==> src/rtl/rbadd_pkg.sv <==
package rbadd_pkg;

  typedef struct packed {
    logic pos;
    logic neg;
  } sdDigit_t;

  localparam sdDigit_t SD_ZERO = '{pos: 1'b0, neg: 1'b0};

  function automatic logic signed [2:0] sdValue(input sdDigit_t d);
    return $signed({2'b00, d.pos}) - $signed({2'b00, d.neg});
  endfunction

  function automatic sdDigit_t sdEncode(input logic signed [2:0] v);
    sdDigit_t d;
    d.pos = (v == 3'sd1);
    d.neg = (v == -3'sd1);
    return d;
  endfunction

endpackage

==> src/rtl/rbadd_cell.sv <==
module rbadd_cell
  import rbadd_pkg::*;
(
  input  sdDigit_t aDigit,
  input  sdDigit_t bDigit,
  input  logic     lowNonNeg,
  output sdDigit_t carryOut,
  output sdDigit_t interim,
  output logic     nonNeg
);

  logic signed [2:0] pairSum;

  always_comb begin
    pairSum  = sdValue(aDigit) + sdValue(bDigit);
    carryOut = SD_ZERO;
    interim  = SD_ZERO;
    case (pairSum)
      3'sd2:  carryOut = sdEncode(3'sd1);
      -3'sd2: carryOut = sdEncode(-3'sd1);
      3'sd1: begin
        if (lowNonNeg) begin
          carryOut = sdEncode(3'sd1);
          interim  = sdEncode(-3'sd1);
        end else begin
          interim  = sdEncode(3'sd1);
        end
      end
      -3'sd1: begin
        if (lowNonNeg) begin
          interim  = sdEncode(-3'sd1);
        end else begin
          carryOut = sdEncode(-3'sd1);
          interim  = sdEncode(3'sd1);
        end
      end
      default: begin
        carryOut = SD_ZERO;
        interim  = SD_ZERO;
      end
    endcase
    nonNeg = !aDigit.neg && !bDigit.neg;
  end

endmodule

==> src/rtl/rbadd_merge.sv <==
module rbadd_merge
  import rbadd_pkg::*;
(
  input  sdDigit_t interim,
  input  sdDigit_t carryIn,
  output sdDigit_t digit
);

  logic signed [2:0] total;

  always_comb begin
    total = sdValue(interim) + sdValue(carryIn);
    digit = sdEncode(total);
  end

endmodule

==> src/rtl/rb_adder.sv <==
module rb_adder
  import rbadd_pkg::*;
#(
  parameter int W = 16
) (
  input  logic         clk,
  input  logic         rstN,
  input  logic [W-1:0] aPos,
  input  logic [W-1:0] aNeg,
  input  logic [W-1:0] bPos,
  input  logic [W-1:0] bNeg,
  output logic [W:0]   sumPos,
  output logic [W:0]   sumNeg
);

  localparam int OUT_DIGITS = W + 1;

  sdDigit_t         carryVec   [W];
  sdDigit_t         interimVec [W];
  logic     [W-1:0] nonNegVec;
  sdDigit_t         nextDigit  [OUT_DIGITS];

  for (genvar i = 0; i < W; i++) begin : g_pos
    sdDigit_t aD, bD, cIn;
    logic     lowFlag;

    assign aD = '{pos: aPos[i], neg: aNeg[i]};
    assign bD = '{pos: bPos[i], neg: bNeg[i]};

    if (i == 0) begin : g_lsb
      assign lowFlag = 1'b1;
      assign cIn     = SD_ZERO;
    end else begin : g_upper
      assign lowFlag = nonNegVec[i-1];
      assign cIn     = carryVec[i-1];
    end

    rbadd_cell u_cell (
      .aDigit    (aD),
      .bDigit    (bD),
      .lowNonNeg (lowFlag),
      .carryOut  (carryVec[i]),
      .interim   (interimVec[i]),
      .nonNeg    (nonNegVec[i])
    );

    rbadd_merge u_merge (
      .interim (interimVec[i]),
      .carryIn (cIn),
      .digit   (nextDigit[i])
    );
  end

  assign nextDigit[W] = carryVec[W-1];

  for (genvar j = 0; j < OUT_DIGITS; j++) begin : g_reg
    always_ff @(posedge clk or negedge rstN) begin
      if (!rstN) begin
        sumPos[j] <= 1'b0;
        sumNeg[j] <= 1'b0;
      end else begin
        sumPos[j] <= nextDigit[j].pos;
        sumNeg[j] <= nextDigit[j].neg;
      end
    end
  end

endmodule

==> config.mk <==
export PLATFORM = sky130hd
export DESIGN_NAME = rb_adder
export DESIGN_NICKNAME = d
export VERILOG_FILES = /design/src/rtl/rbadd_pkg.sv /design/src/rtl/rbadd_cell.sv /design/src/rtl/rbadd_merge.sv /design/src/rtl/rb_adder.sv
export SDC_FILE = /design/constraint.sdc
export NUM_CORES = 1
export LEC_CHECK = 0
export BUFFER_PORTS_ARGS = -buffer_cell sky130_fd_sc_hd__buf_2
export CORE_ASPECT_RATIO = 1.2
export CORE_MARGIN = 5
export CORE_UTILIZATION = 45
export DETAILED_ROUTE_END_ITERATION = 10
export PLACE_DENSITY_LB_ADDON = 0.15
export SLEW_MARGIN = 20
export SYNTH_ARGS = -nofsm -noshare
export SYNTH_HDL_FRONTEND = slang
export SYNTH_SLANG_ARGS = --single-unit
==> constraint.sdc <==
create_clock -name clk -period 0.8 [get_ports clk]
set_clock_uncertainty 0.1 [all_clocks]
set_input_delay 0.08 -clock clk [delete_from_list [all_inputs] [get_ports clk]]
set_output_delay 0.08 -clock clk [all_outputs]
set_load 0.05 [all_outputs]
==> impl_metrics.py <==
metrics = {
    "outcome": {
        "status": "complete, but fails checks",
        "violations": "setup timing",
    },
    "clocking": {
        "cts_buffer_depth": 2,
        "clock_sinks": 33,
        "cts_tree": "done",
        "root_buffer": "clkbuf_16",
        "cts_max_level": 2,
        "cts_made_buffers": 5,
        "path_clk_slew_ps": 50,
    },
    "power": {
        "leakage_uw": 0.00379,
        "p_total_uw": 12900,
        "irDropWorstVdd_mv": 0.936,
        "power_density_mw_per_mm2": 1640,
    },
    "floorplanning": {
        "die_w_um": 99.9,
        "core_region_area_sq_mm": 0.00952,
        "ios": 100,
        "die_area_sq_mm": 0.0118,
        "start_util_pct": 45.9,
        "num_rows": 39,
        "die_height_um": 118,
    },
    "cells_and_area": {
        "fillers": 519,
        "multi_input_area_sq_mm": 0.00389,
        "ff_latch_area_sq_um": 826,
        "final_util_pct": 82.8,
        "antenna_cells": 0,
        "syn_to_final_growth_pct": 80.4,
        "nNetsFinal": 909,
        "drive_gt1_share_pct": 58.8,
        "fin_cells": 842,
    },
    "sta": {
        "setup_tns_ps": -59270,
        "report.final.slew_viol_count": 0,
        "fin_ws_ps": -1840,
        "fin_crit_sh_pct": 329,
        "min_period_ps": 2640,
        "rsz0062_at_grt": "true",
        "fmax_mhz": 379,
        "setup_viol": 66,
        "hold_violations": 0,
    },
    "global_route": {
        "antenna_found_initial": 0,
        "grt_pass1_wl_mm": 19.5,
        "gr-total-overflow": 0,
        "grt_usage_pct": 20.1,
        "grt_pass1_vias": 4488,
        "grt_start_max_net_pins": 34,
    },
    "critical_path": {
        "cp.required_ps": 860,
        "cp_num_buf_inv": 5,
        "critPathSlowestCell": "fa_1",
        "cp_max_fo": 3,
        "cp-start-kind": "primary input",
        "critPathCaptureType": "register",
        "cpPeakStageDelay_ps": 460,
        "cp.arrival_ps": 2690,
        "cp_top_family": "adder cells",
        "critPathKind": "primary input to register",
        "path_cells": "buf_4 > ha_4 > inv_4 > ha_4 > inv_4 > fa_1 > buf_6 > nand2b_1 > a21oi_2 > ha_1 > inv_1 > ha_2 > fa_1 > and3b_1",
    },
    "hold_path": {
        "hp-class": "primary input to register",
    },
    "synth": {
        "ys_types": 24,
        "syn_nets": 673,
        "netlist_area_sq_mm": 0.00437,
        "avgSynthCellArea_sq_um": 9.06,
        "synth_top_cell_area_share_pct": 22.3,
        "synth_cells": 482,
        "synth_top_cell_by_area": "ha_1",
        "synth_warnings": 0,
        "seq_area_frac_synth_pct": 18.9,
        "synth.area.top_cells": "ha_1 (22%), fa_1 (22%), dfrtp_1 (19%)",
        "synth-seq-cells": 33,
    },
    "drt": {
        "remaining_drc_errors": 0,
        "wirelength_mm": 11.7,
        "first_pass_iters": 5,
        "drt_iter0_drc": 57,
        "wl_per_cell_um": 13.9,
        "vias": 3963,
        "ant_nets": 0,
        "vias_per_cell": 4.71,
    },
    "placed_design": {
        "port_buffers": 98,
        "dpl.hpwl_mm": 8.41,
        "place.gp.congestion": 0.778,
        "dp_cells": 824,
        "pre_cts_ws_ps": -2190,
    },
    "flow_run": {
        "cap_viol_max_count": 0,
    },
}
-- cells by family after synthesis --
| logic type | synth area share, % |
|---|---|
| AO/OA/AOI/OAI | 3.81 |
| XOR/XNOR | 3.41 |
| adder cells (fa/ha/maj) | 43.9 |
| buffers and inverters | 12.3 |
| flip-flops | 18.9 |
| other | 0.0859 |
| AND/OR/NAND/NOR | 17.6 |
-- flip-flops by register name, summed over array words and instances (netlist names) --
signal / flops
sumPos: 16
sumNeg: 17
-- through the flow --
| stage | hold slack [ps] | cell area (sq um) |
|---|---|---|
| final | 122 | 7880 |
| after detailed placement | -38.1 | 6740 |
| after global placement | -43.4 | 6740 |
| after CTS | 84.2 | 7720 |
| after floorplan | -316 | 5140 |
| after global routing | 104 | 7880 |
-- placed cells by master (no fill, tap or decap), types with 16 or more instances in the layout --
cell,n
ha_4,49
dfrtp_1,33
nand2_1,21
fa_1,38
nor2_1,32
and2_1,16
buf_4,133
inv_4,27
inv_2,30
inv_1,62
buf_6,79
inv_6,16
-- path summary, 6_finish.rpt --
kind	startpoint	to	slack [ps]	cells after the start
min in group asynchronous	rstN	sumNeg[0]	240	3
hold / removal	bNeg[14]	sumPos[16]	120	4
max in group asynchronous	rstN	sumNeg[3]	180	3
setup / recovery	bNeg[13]	sumNeg[14]	-1840	14
-- worst min-delay path: cells and delay by family --
| family | cells | cell delay (ps) |
|---|---|---|
| AO/OA/AOI/OAI | 1 | 50 |
| buffers and inverters | 2 | 200 |
| AND/OR/NAND/NOR | 1 | 130 |
-- layout make-up --
class	count	share of cell area, %
clock buffers	6	1.64
clock inverters	2	0.127
inverters	141	9.23
multi-input cells	307	49.4
flip-flops and latches	33	10.5
well taps	123	1.95
repair buffers	230	27.1
-- Yosys cell counts --
cell      number
a21oi_1       13
a31oi_1        3
and2_1        16
and3_1         1
and3b_1       14
buf_4          1
conb_1         1
dfrtp_1       33
fa_1          47
ha_1          78
inv_1        141
nand2_1       22
nand2b_1      11
nand3_1       12
nor2_1        38
nor2b_1        1
nor3_1         6
nor3b_1        4
nor4b_1        1
nor4bb_1      10
o21bai_1      11
or4b_1         1
xnor2_1        2
xor2_1        15
-- per-layer routing --
metal | part of all wire, % | global-route usage [%]
met1 | 33 | 20.5
met2 | 61 | 40.9
met3 | 4.0 | 3.20
met4 | 2.5 | 4.53
met5 | 0 | 0
-- where the power goes --
part           switching, uW  leakage [uW]  internal [uW]
combinational           4480       0.00328           4310
clock                    670     0.0000706           1140
sequential               242      0.000441           2060
total                   5390       0.00379           7510
-- what timing repair did --
action / CTS / global route
endpoints found under the hold margin: 33 / 0
endpoints found under the setup margin: 66 / 66
hold buffers: 1 / 0
gates cloned: 0 / 0
pin swaps: 119 / 16
resized for setup: 222 / 38
buffers inserted: 8 / 2
(Power assumes the default switching activity.)
